File: config.mk
export PLATFORM = sky130hd
export DESIGN_NAME = i2c_pkt_decoder
export DESIGN_NICKNAME = d
export VERILOG_FILES = /design/src/rtl/i2cp_pkg.sv /design/src/rtl/i2cp_tx_unpack.sv /design/src/rtl/i2cp_rx_pack.sv /design/src/rtl/i2c_pkt_decoder.sv
export SDC_FILE = /design/constraint.sdc
export NUM_CORES = 1
export LEC_CHECK = 0
export ABC_AREA = 1
export BUFFER_PORTS_ARGS = -buffer_cell sky130_fd_sc_hd__buf_2
export CAP_MARGIN = 20
export CORE_MARGIN = 5
export CORE_UTILIZATION = 50
export CTS_BUF_LIST = sky130_fd_sc_hd__clkbuf_16
export CTS_CLUSTER_DIAMETER = 100
export DETAILED_ROUTE_END_ITERATION = 16
export GPL_TIMING_DRIVEN = 0
export HOLD_SLACK_MARGIN = 0.1
export PLACE_DENSITY = 0.77
export SLEW_MARGIN = 20
export SYNTH_ARGS = -nofsm -noshare
export SYNTH_HDL_FRONTEND = slang
export SYNTH_SLANG_ARGS = --single-unit
File: constraint.sdc
create_clock -name clk -period 2.3 [get_ports clk]
set_clock_uncertainty 0.2 [all_clocks]
set_input_delay 0.23 -clock clk [delete_from_list [all_inputs] [get_ports clk]]
set_output_delay 0.23 -clock clk [all_outputs]
set_load 0.02 [all_outputs]
File: src/rtl/i2cp_pkg.sv
package i2cp_pkg;

    localparam int WORD_W = 32;
    localparam int LANES  = WORD_W / 8;

    // hdr2 control bit positions
    localparam int HB_CONT_NAK = 21;
    localparam int HB_READ     = 19;
    localparam int HB_TEN      = 18;
    localparam int HB_IRQ      = 17;
    localparam int HB_RS_END   = 16;
    localparam int HB_CONT_END = 15;

    typedef enum logic [2:0] {
        OP_START  = 3'd0,
        OP_WRITE  = 3'd1,
        OP_READ   = 3'd2,
        OP_STOP   = 3'd3,
        OP_RSTART = 3'd4
    } cmd_op_e;

    typedef enum logic [3:0] {
        ST_HDR0, ST_HDR1, ST_HDR2, ST_START, ST_ADDR_HI,
        ST_ADDR_LO, ST_DATA, ST_DRAIN, ST_END, ST_FINISH
    } seq_state_e;

    typedef enum logic [1:0] {
        END_STOP, END_RSTART, END_NONE
    } end_kind_e;

    typedef struct packed {
        logic       cont_nak;
        logic       rd;
        logic       ten;
        logic       irq_en;
        logic       rs_end;
        logic       cont_end;
        logic [9:0] addr;
    } xfer_cfg_t;

    function automatic xfer_cfg_t decode_cfg(input logic [WORD_W-1:0] w);
        xfer_cfg_t c;
        c.cont_nak = w[HB_CONT_NAK];
        c.rd       = w[HB_READ];
        c.ten      = w[HB_TEN];
        c.irq_en   = w[HB_IRQ];
        c.rs_end   = w[HB_RS_END];
        c.cont_end = w[HB_CONT_END];
        c.addr     = w[9:0];
        return c;
    endfunction

    function automatic logic [7:0] first_addr_byte(input xfer_cfg_t c);
        if (c.ten)
            return {5'b11110, c.addr[9:8], c.rd};
        return {c.addr[7:1], c.rd};
    endfunction

    function automatic end_kind_e pick_end(input xfer_cfg_t c, input logic aborted);
        if (aborted)    return END_STOP;
        if (c.cont_end) return END_NONE;
        if (c.rs_end)   return END_RSTART;
        return END_STOP;
    endfunction

endpackage

File: src/rtl/i2cp_tx_unpack.sv
module i2cp_tx_unpack
    import i2cp_pkg::*;
(
    input  logic              clk,
    input  logic              rst,
    input  logic              flush,
    input  logic              load,
    input  logic [WORD_W-1:0] word_in,
    input  logic              adv,
    output logic              have,
    output logic [7:0]        byte_out
);
    localparam int IDX_W = $clog2(LANES);

    logic [WORD_W-1:0] word_q;
    logic [IDX_W-1:0]  idx_q;

    always_ff @(posedge clk) begin
        if (rst || flush) begin
            have  <= 1'b0;
            idx_q <= '0;
            if (rst) word_q <= '0;
        end else if (load) begin
            word_q <= word_in;
            have   <= 1'b1;
            idx_q  <= '0;
        end else if (adv) begin
            if (idx_q == IDX_W'(LANES - 1)) have <= 1'b0;
            idx_q <= idx_q + 1'b1;
        end
    end

    assign byte_out = word_q[{idx_q, 3'b000} +: 8];

endmodule

File: src/rtl/i2cp_rx_pack.sv
module i2cp_rx_pack
    import i2cp_pkg::*;
(
    input  logic              clk,
    input  logic              rst,
    input  logic              clr,
    input  logic              put,
    input  logic [7:0]        byte_in,
    input  logic              last,
    output logic              push,
    output logic [WORD_W-1:0] data
);
    localparam int IDX_W = $clog2(LANES);

    logic [WORD_W-1:0] acc_q, acc_nxt;
    logic [IDX_W-1:0]  idx_q;

    always_comb begin
        acc_nxt = acc_q;
        acc_nxt[{idx_q, 3'b000} +: 8] = byte_in;
    end

    always_ff @(posedge clk) begin
        if (rst) begin
            acc_q <= '0;
            idx_q <= '0;
            push  <= 1'b0;
            data  <= '0;
        end else begin
            push <= 1'b0;
            if (clr) begin
                acc_q <= '0;
                idx_q <= '0;
            end else if (put) begin
                if (last || idx_q == IDX_W'(LANES - 1)) begin
                    data  <= acc_nxt;
                    push  <= 1'b1;
                    acc_q <= '0;
                    idx_q <= '0;
                end else begin
                    acc_q <= acc_nxt;
                    idx_q <= idx_q + 1'b1;
                end
            end
        end
    end

endmodule

File: src/rtl/i2c_pkt_decoder.sv
module i2c_pkt_decoder
    import i2cp_pkg::*;
#(
    parameter int CNT_W = 12
) (
    input  logic        clk,
    input  logic        rst,
    input  logic        txf_valid,
    input  logic [31:0] txf_data,
    output logic        txf_pop,
    output logic        cmd_req,
    output logic [2:0]  cmd_op,
    output logic [7:0]  cmd_byte,
    output logic        cmd_last,
    input  logic        cmd_ack,
    input  logic        cmd_nack,
    input  logic        cmd_arb_lost,
    input  logic [7:0]  cmd_rdata,
    output logic        rxf_push,
    output logic [31:0] rxf_data,
    output logic        ev_pkt_done,
    output logic        ev_nack,
    output logic        ev_arb_lost
);
    localparam int REM_W = CNT_W + 1;
    localparam int WL_W  = CNT_W - 1;

    seq_state_e      state;
    xfer_cfg_t       cfg;
    logic [REM_W-1:0] rem;
    logic [WL_W-1:0]  words_left, words_need;
    logic [REM_W:0]   rem_pad;
    logic            skip_start, skip_addr;
    logic            ab_nack, ab_arb;
    logic            ev_done_q, ev_nack_q, ev_arb_q;

    cmd_op_e         op_sel;
    end_kind_e       end_kind;
    logic            ack_seen, resp_arb, resp_nack;
    logic            tx_flush, tx_load, tx_adv, tx_have;
    logic [7:0]      tx_byte;
    logic            rx_put;

    assign rem_pad    = {1'b0, rem} + (REM_W+1)'(3);
    assign words_need = WL_W'(rem_pad >> 2);
    assign end_kind   = pick_end(cfg, ab_nack);
    assign ack_seen   = cmd_req && cmd_ack;

    assign resp_arb  = ack_seen && cmd_arb_lost &&
                       (state inside {ST_START, ST_ADDR_HI, ST_ADDR_LO, ST_DATA});
    assign resp_nack = ack_seen && cmd_nack && !cfg.cont_nak &&
                       ((state inside {ST_ADDR_HI, ST_ADDR_LO}) ||
                        (state == ST_DATA && !cfg.rd));

    // command and FIFO strobes
    always_comb begin
        txf_pop  = 1'b0;
        cmd_req  = 1'b0;
        op_sel   = OP_START;
        cmd_byte = 8'h00;
        cmd_last = 1'b0;
        tx_load  = 1'b0;
        unique case (state)
            ST_HDR0, ST_HDR1, ST_HDR2: txf_pop = txf_valid;
            ST_START: cmd_req = 1'b1;
            ST_ADDR_HI: begin
                cmd_req  = 1'b1;
                op_sel   = OP_WRITE;
                cmd_byte = first_addr_byte(cfg);
            end
            ST_ADDR_LO: begin
                cmd_req  = 1'b1;
                op_sel   = OP_WRITE;
                cmd_byte = cfg.addr[7:0];
            end
            ST_DATA: begin
                if (cfg.rd) begin
                    cmd_req  = 1'b1;
                    op_sel   = OP_READ;
                    cmd_last = (rem == REM_W'(1));
                end else if (!tx_have) begin
                    txf_pop = txf_valid;
                    tx_load = txf_valid;
                end else begin
                    cmd_req  = 1'b1;
                    op_sel   = OP_WRITE;
                    cmd_byte = tx_byte;
                end
            end
            ST_DRAIN: txf_pop = txf_valid && (words_left != '0);
            ST_END: begin
                if (end_kind != END_NONE) begin
                    cmd_req = 1'b1;
                    op_sel  = (end_kind == END_RSTART) ? OP_RSTART : OP_STOP;
                end
            end
            default: ;
        endcase
    end

    assign cmd_op   = op_sel;
    assign tx_flush = (state == ST_HDR2);
    assign tx_adv   = ack_seen && state == ST_DATA && !cfg.rd;
    assign rx_put   = ack_seen && state == ST_DATA && cfg.rd && !resp_arb;

    i2cp_tx_unpack u_unpack (
        .clk      (clk),
        .rst      (rst),
        .flush    (tx_flush),
        .load     (tx_load),
        .word_in  (txf_data),
        .adv      (tx_adv),
        .have     (tx_have),
        .byte_out (tx_byte)
    );

    i2cp_rx_pack u_pack (
        .clk     (clk),
        .rst     (rst),
        .clr     (resp_arb),
        .put     (rx_put),
        .byte_in (cmd_rdata),
        .last    (cmd_last),
        .push    (rxf_push),
        .data    (rxf_data)
    );

    // sequencer
    always_ff @(posedge clk) begin
        if (rst) begin
            state      <= ST_HDR0;
            cfg        <= '0;
            rem        <= '0;
            words_left <= '0;
            skip_start <= 1'b0;
            skip_addr  <= 1'b0;
            ab_nack    <= 1'b0;
            ab_arb     <= 1'b0;
            ev_done_q  <= 1'b0;
            ev_nack_q  <= 1'b0;
            ev_arb_q   <= 1'b0;
        end else begin
            ev_done_q <= 1'b0;
            ev_nack_q <= 1'b0;
            ev_arb_q  <= 1'b0;
            if (txf_pop && (state inside {ST_DATA, ST_DRAIN}))
                words_left <= words_left - 1'b1;

            if (resp_arb) begin
                ev_arb_q <= 1'b1;
                ab_arb   <= 1'b1;
                state    <= ST_DRAIN;
            end else if (resp_nack) begin
                ev_nack_q <= 1'b1;
                ab_nack   <= 1'b1;
                state     <= ST_DRAIN;
            end else begin
                unique case (state)
                    ST_HDR0: if (txf_valid) state <= ST_HDR1;
                    ST_HDR1: if (txf_valid) begin
                        rem   <= REM_W'(txf_data[CNT_W-1:0]) + REM_W'(1);
                        state <= ST_HDR2;
                    end
                    ST_HDR2: if (txf_valid) begin
                        cfg        <= decode_cfg(txf_data);
                        words_left <= txf_data[HB_READ] ? '0 : words_need;
                        ab_nack    <= 1'b0;
                        ab_arb     <= 1'b0;
                        skip_start <= 1'b0;
                        skip_addr  <= 1'b0;
                        if (skip_addr)       state <= ST_DATA;
                        else if (skip_start) state <= ST_ADDR_HI;
                        else                 state <= ST_START;
                    end
                    ST_START:   if (ack_seen) state <= ST_ADDR_HI;
                    ST_ADDR_HI: if (ack_seen) state <= cfg.ten ? ST_ADDR_LO : ST_DATA;
                    ST_ADDR_LO: if (ack_seen) state <= ST_DATA;
                    ST_DATA: if (ack_seen) begin
                        rem <= rem - 1'b1;
                        if (rem == REM_W'(1)) state <= ST_END;
                    end
                    ST_DRAIN: if (words_left == '0)
                        state <= ab_arb ? ST_FINISH : ST_END;
                    ST_END: if (end_kind == END_NONE || ack_seen) state <= ST_FINISH;
                    ST_FINISH: begin
                        ev_done_q  <= cfg.irq_en && !(ab_nack || ab_arb);
                        skip_start <= !(ab_nack || ab_arb) && cfg.rs_end && !cfg.cont_end;
                        skip_addr  <= !(ab_nack || ab_arb) && cfg.cont_end;
                        state      <= ST_HDR0;
                    end
                    default: state <= ST_HDR0;
                endcase
            end
        end
    end

    assign ev_pkt_done = ev_done_q;
    assign ev_nack     = ev_nack_q;
    assign ev_arb_lost = ev_arb_q;

endmodule

# Word level (Yosys, flattened, before mapping)

Cells that the tools add are included.

Register bits after elaboration: 153
Output and inout port bits: 50

Add/sub/neg operators: 7
Equal/unequal tests: 37
Shift operators: 3
Multiplexer cells: 79
Bitwise operators: 4
Reduce and logical (&&, ||, !) cells: 60

Operators by type and width:

| operator                                                                | number |
|---|---|
| 32-bit 2-to-1 mux                                                       | 4 |
| 11-bit 2-to-1 mux                                                       | 6 |
| 4-bit 2-to-1 mux                                                        | 10 |
| 4-bit case mux with 9 select lines                                      | 1 |
| 32-bit bitwise mux                                                      | 1 |
| 8-bit 2-to-1 mux                                                        | 4 |
| 4-bit != test (second input constant)                                   | 8 |
| 8-bit by 7-bit variable shift with 32-bit output (first input constant) | 1 |
| 32-bit by 6-bit indexed part select with 8-bit output                   | 1 |
| 8-bit by 7-bit indexed part select with 32-bit output                   | 1 |
| 1-bit 2-to-1 mux                                                        | 29 |
| 13-bit 2-to-1 mux                                                       | 2 |
| 13-bit case mux with 2 select lines                                     | 1 |
| 8-bit case mux with 3 select lines                                      | 1 |
| 2-bit != test (second input constant)                                   | 11 |
| 2-bit nonzero test                                                      | 11 |
| 10-bit AND reduction                                                    | 2 |
| 2-bit 2-to-1 mux                                                        | 9 |
| 3-bit 2-to-1 mux                                                        | 6 |
| 1-bit logical AND                                                       | 17 |
| 4-bit by 3-bit == test with 1-bit output (second input constant)        | 4 |
| 12-bit by 1-bit adder with 13-bit output (second input constant)        | 1 |
| 13-bit by 2-bit adder with 13-bit output (second input constant)        | 1 |
| 13-bit by 1-bit == test with 1-bit output (second input constant)       | 1 |
| other kinds (28)                                                        | 57 |

# Logic depth before layout (Yosys ltp)

Word-level depth: 17
Depth in mapped cells: 15

# Cells and area by module

Synthesis repeated with hierarchy kept, for this count alone.

Cell total of the unflattened synthesis: 1271
Area, all modules: 8444.3 µm²

By module, submodules not included:

| module          | times used | cells each | area each (µm²) |
|---|---|---|---|
| i2c_pkt_decoder | 1          | 580        | 3492.1 |
| i2cp_rx_pack    | 1          | 479        | 3164.3 |
| i2cp_tx_unpack  | 1          | 212        | 1788.0 |

# Worst setup path before layout

OpenSTA, ideal clock, no wires.

Path type: register -> register
Start: reg state[1]
End: reg u_unpack.word_q[0], enable pin
Arrival time: 1.649 ns
Data required time: 1.711 ns
Setup slack: 0.062 ns
Cell stages (with the launch flop): 7
Buffers on the path: 0
Path through: dfxtp_1 inv_2 nor2_1 nand2_1 inv_2 nand4_1 nand2_1

Cells in the longest elaborated chain, start to end: 4
Elaborated cells between the ends (all ways): 7
Classes of those cells: 3 x eq/ne; 1 x mux; 3 x reduce/logical

RTL lines:

| what                                                                                                 | line                                          | RTL |
|---|---|---|
| from (decl)                                                                                          | i2c_pkt_decoder.sv:28                         | `seq_state_e state;` |
| from (signal assigned)                                                                               | i2c_pkt_decoder.sv:176                        | `ST_ADDR_HI: if (ack_seen) state <= cfg.ten ? ST_ADDR_LO : ST_DATA;` |
| from (signal assigned)                                                                               | i2c_pkt_decoder.sv:183                        | `state <= ab_arb ? ST_FINISH : ST_END;` |
| 4-bit by 3-bit == test with 1-bit output or 4-bit by 2-bit == test with 1-bit output (tied branches) | i2c_pkt_decoder.sv:63, i2c_pkt_decoder.sv:102 |  |
| 1-bit 2-to-1 mux or 1-bit logical OR (tied branches)                                                 | i2c_pkt_decoder.sv:63, i2cp_tx_unpack.sv:19   |  |
| 2-bit nonzero test (no source line) or 2-bit != test (tied branches)                                 | -                                             |  |
| 2-bit AND reduction (no source line) (*)                                                             | -                                             |  |
| to (signal assigned)                                                                                 | i2cp_tx_unpack.sv:24                          | `word_q <= word_in;` |
| to (decl)                                                                                            | i2cp_tx_unpack.sv:15                          | `logic [WORD_W-1:0] word_q;` |

Every way passes the cells marked *; elsewhere a longest branch is shown, timed or not.
A chain may end at the register's enable or synchronous reset.

# Worst setup path after layout

Start: reg state[2]
End: out cmd_byte[0]

Cells in the longest elaborated chain, start to end: 2
Elaborated cells between the ends (all ways): 4
Classes of those cells: 3 x eq/ne; 1 x mux

RTL lines:

| what                                     | line                  | RTL |
|---|---|---|
| 4-bit by 3-bit == test with 1-bit output | i2c_pkt_decoder.sv:63 | `unique case (state)` |
| 8-bit case mux with 3 select lines (*)   | i2c_pkt_decoder.sv:63 |  |
| to (decl)                                | i2c_pkt_decoder.sv:13 | `output logic [7:0] cmd_byte,` |

Marks and branches as above.

==> out/summary.txt <==
Area of the multi-input gates: 3980 sq um
Flop2flop setup slack: 0 ps
Vias per Instance: 5.47
Via count: 8413
Dpl cells: 1455
Clock Sinks: 153
Required time worst endpoint: 1870 ps
Mapped cell area: 8010 sq um
Commonest register cell after synthesis: dfxtp_1
Critical R2R Capture: u_pack.acc_q[1]
Die W: 137 microns
Ant. Diodes: 0
Die Footprint: 18700 sq um
Syn_area_per_cell: 7.00 sq um
Final Cycle Share: 101%
Total Wirelength: 24100 microns
Share of cells above drive strength 1: 19.5%
Post-synthesis simple-gate area fraction: 27.4%
Hold Crit Class: input pin to flip-flop
Syn Nets: 1203
Finish-stage setup viols: 4
# fillers: 1315
Worst skew pair latency: 430 ps
Routability cong.: 0.963
# IOs: 96
Row count: 46
Most frequent cells in the layout: nor2_1, inv_1, nand2_1, dfxtp_1, buf_2
First-pass DRT Iterations: 6
Final worst-path setup slack: -21.1 ps
GRT Total Usage: 25.7%
Failing checks: setup timing
CORE AREA: 15800 sq um
Status: finished with violations
DR iter-0 viols: 901
FFs w/ async S/R, synth: 0%
CTS max path bufs: 2
Post-Synth Adder-Cell Area: 2.03%
Fin. max-slew vios: 0
FF-to-FF Start: state[3]
Worst R2R Path Depth: 9
Yosys warns: 0
Critical Path Fanout Max: 8
Drt drc: 0
Routed len/inst: 15.7 microns
MaxCap Viol Count: 0
Initial antenna violation count: 0
Pleak: 0.00482 uW
Cell at the root of the clock tree: clkbuf_16
Post-DP HPWL: 16100 microns
Distinct cells, synth: 42
Min Tclk post-route: 2320 ps
Total CTS buffers: 17
Fin nets: 1367
Yosys reg bits: 153
Hold depth: 4
Post-synthesis compound-gate area fraction: 15.9%
Main combinational cell family by area after synthesis: simple AND/OR/NAND/NOR gates
TritonCTS clock tree: built
XOR/XNOR Fraction of Synth Area: 1.09%
Mux cell area share after synthesis: 0%
Post-DRT Antenna Nets: 0
Clock slew at reported path FFs: 60 ps
EDFF count, synth: 32
Max-Slew Margin vs Limit: 42.6%
Non-filler cells, final: 1537
Initial Util: 50.6%
Startpoint Class: flip-flop
Register area share after synthesis: 42.2%
Fin. Hold Viols: 0
Setup TNS: -37.9 ps
Pwr/cell area: 860 nW/um^2
First-pass GRT wire length: 38400 microns
WS Path Type: flip-flop to output pin
Gr ovfl total: 0
Worst hold start: rst
Syn-to-layout area delta: 28.6%
Commonest non-fill, non-tap cell in the layout: nor2_1
FF+latch area: 3400 sq um
Port buffer count: 95
Crit end category: output pin
Worst Tran Pin Value: 862 ps
Unrepaired setup endpoints after global routing: yes
Hold EP: ab_arb
Maximum VDD drop: 0.000631 V
Critical Path AT: 1890 ps
Gate Count Post-Synth: 1144
Die Ht: 137 microns
CTS H-Tree Depth: 4
Maximum clock rate: 431 MHz
Number of global-route vias before repair: 7841
Largest net degree at the start of global routing: 33
sequential cells by signal, summed over array words and instances (netlist names):
name             count
skip_addr            1
u_unpack.idx_q       2
cfg                 16
u_pack.acc_q        32
ev_arb_lost          1
ab_nack              1
rem                 13
ev_nack              1
u_pack.push          1
ab_arb               1
state                4
ev_pkt_done          1
words_left          11
u_pack.idx_q         2
u_unpack.word_q     32
skip_start           1
u_pack.data         32
u_unpack.have        1
cell families after synthesis:
family	after synthesis
AO/OA/AOI/OAI	225
XOR/XNOR	10
adder cells (fa/ha/maj)	13
buffers and inverters	230
flip-flops	153
AND/OR/NAND/NOR	513
report_power, final:
| group | internal (uW) | total [uW] | switching [uW] |
|---|---|---|---|
| registers | 3060 | 3290 | 232 |
| clock network | 1690 | 2820 | 1130 |
| logic | 931 | 2760 | 1830 |
| total | 5680 | 8870 | 3190 |
worst max-delay path by stage:
stage,from,to,depth (start not counted),slack (ps)
4_1_cts,cfg[11],u_pack.acc_q[24],14,-30
6_report,state[2],cmd_byte[0],7,-20
5_1_grt,state[3],rem[11],11,-160
3_3_place_gp,rst,u_unpack.word_q[13],5,-890
2_1_floorplan,state[1],u_unpack.word_q[0],6,60
3_5_place_dp,rst,u_unpack.word_q[23],5,-490
layer usage:
metal	GRT usage, %	wire [microns]
met5	0	0
met4	9.80	728
met3	4.78	1870
met2	40.6	11100
met1	35.0	10400
layout make-up:
| class | count | area share [%] |
|---|---|---|
| Buffer | 47 | 3.44 |
| Clock buffer | 17 | 4.13 |
| Clock inverter | 15 | 1.54 |
| Inverter | 178 | 6.58 |
| Multi-Input combinational cell | 761 | 38.6 |
| Sequential cell | 153 | 33.0 |
| Tap cell | 216 | 2.62 |
| Timing Repair Buffer | 150 | 10.1 |
through the flow:
| step | hold WS, ps | setup slack (ps) | power [uW] | area [sq um] | utilization (%) |
|---|---|---|---|---|---|
| final | 108 | -21.1 | 8870 | 10300 | 65.1 |
| after global routing | 131 | -163 | 9330 | 10300 | 65.1 |
| after CTS | 100 | -26.1 | 8610 | 9980 | 63.1 |
| after detailed placement | 254 | -493 | 5650 | 8760 | 55.3 |
| after global placement | 257 | -886 | 5620 | 8760 | 55.3 |
| after floorplan | 179 | 61.7 | 5040 | 8010 | - |
critical path: stages (launching register included):
cell and delay, ps:
dfxtp_4 390, inv_2 70, nor2_4 170, nand3_2 140, nor2_4 260, nand2_1 90, o211ai_1 140, buf_4 200
cells in the mapped netlist, types with 2 or more instances:
master	n	area, sq um
a31oi_1	10	62.6
nor2_1	223	837
dfxtp_1	121	2420
nor3_2	11	110
o21ai_1	19	95.1
ha_1	13	163
o21ai_0	104	521
o21bai_1	4	30.0
xor2_1	9	78.8
o221ai_1	2	17.5
buf_1	5	18.8
nor2_2	3	18.8
nand2_1	171	642
buf_6	2	22.5
buf_4	5	37.5
nand3_1	52	260
a22oi_1	6	45.0
nand2_2	3	18.8
clkbuf_1	28	105
o211ai_1	6	45.0
buf_2	12	60.1
nand3_2	2	20.0
o32ai_1	8	70.1
a21boi_0	2	15.0
a21oi_1	36	180
nor3_1	25	125
edfxtp_1	32	961
inv_2	4	15.0
o22ai_1	24	150
inv_1	173	649
nand4_1	18	113
repair_timing:
action,4_1_cts,5_1_grt
hold endpoints to repair,64,0
endpoints found under the setup margin,122,105
gates cloned,0,1
hold buffers,37,0
gates resized for setup,79,91
buffers inserted,7,10
pin swaps,7,17
(Power assumes the default switching activity.)
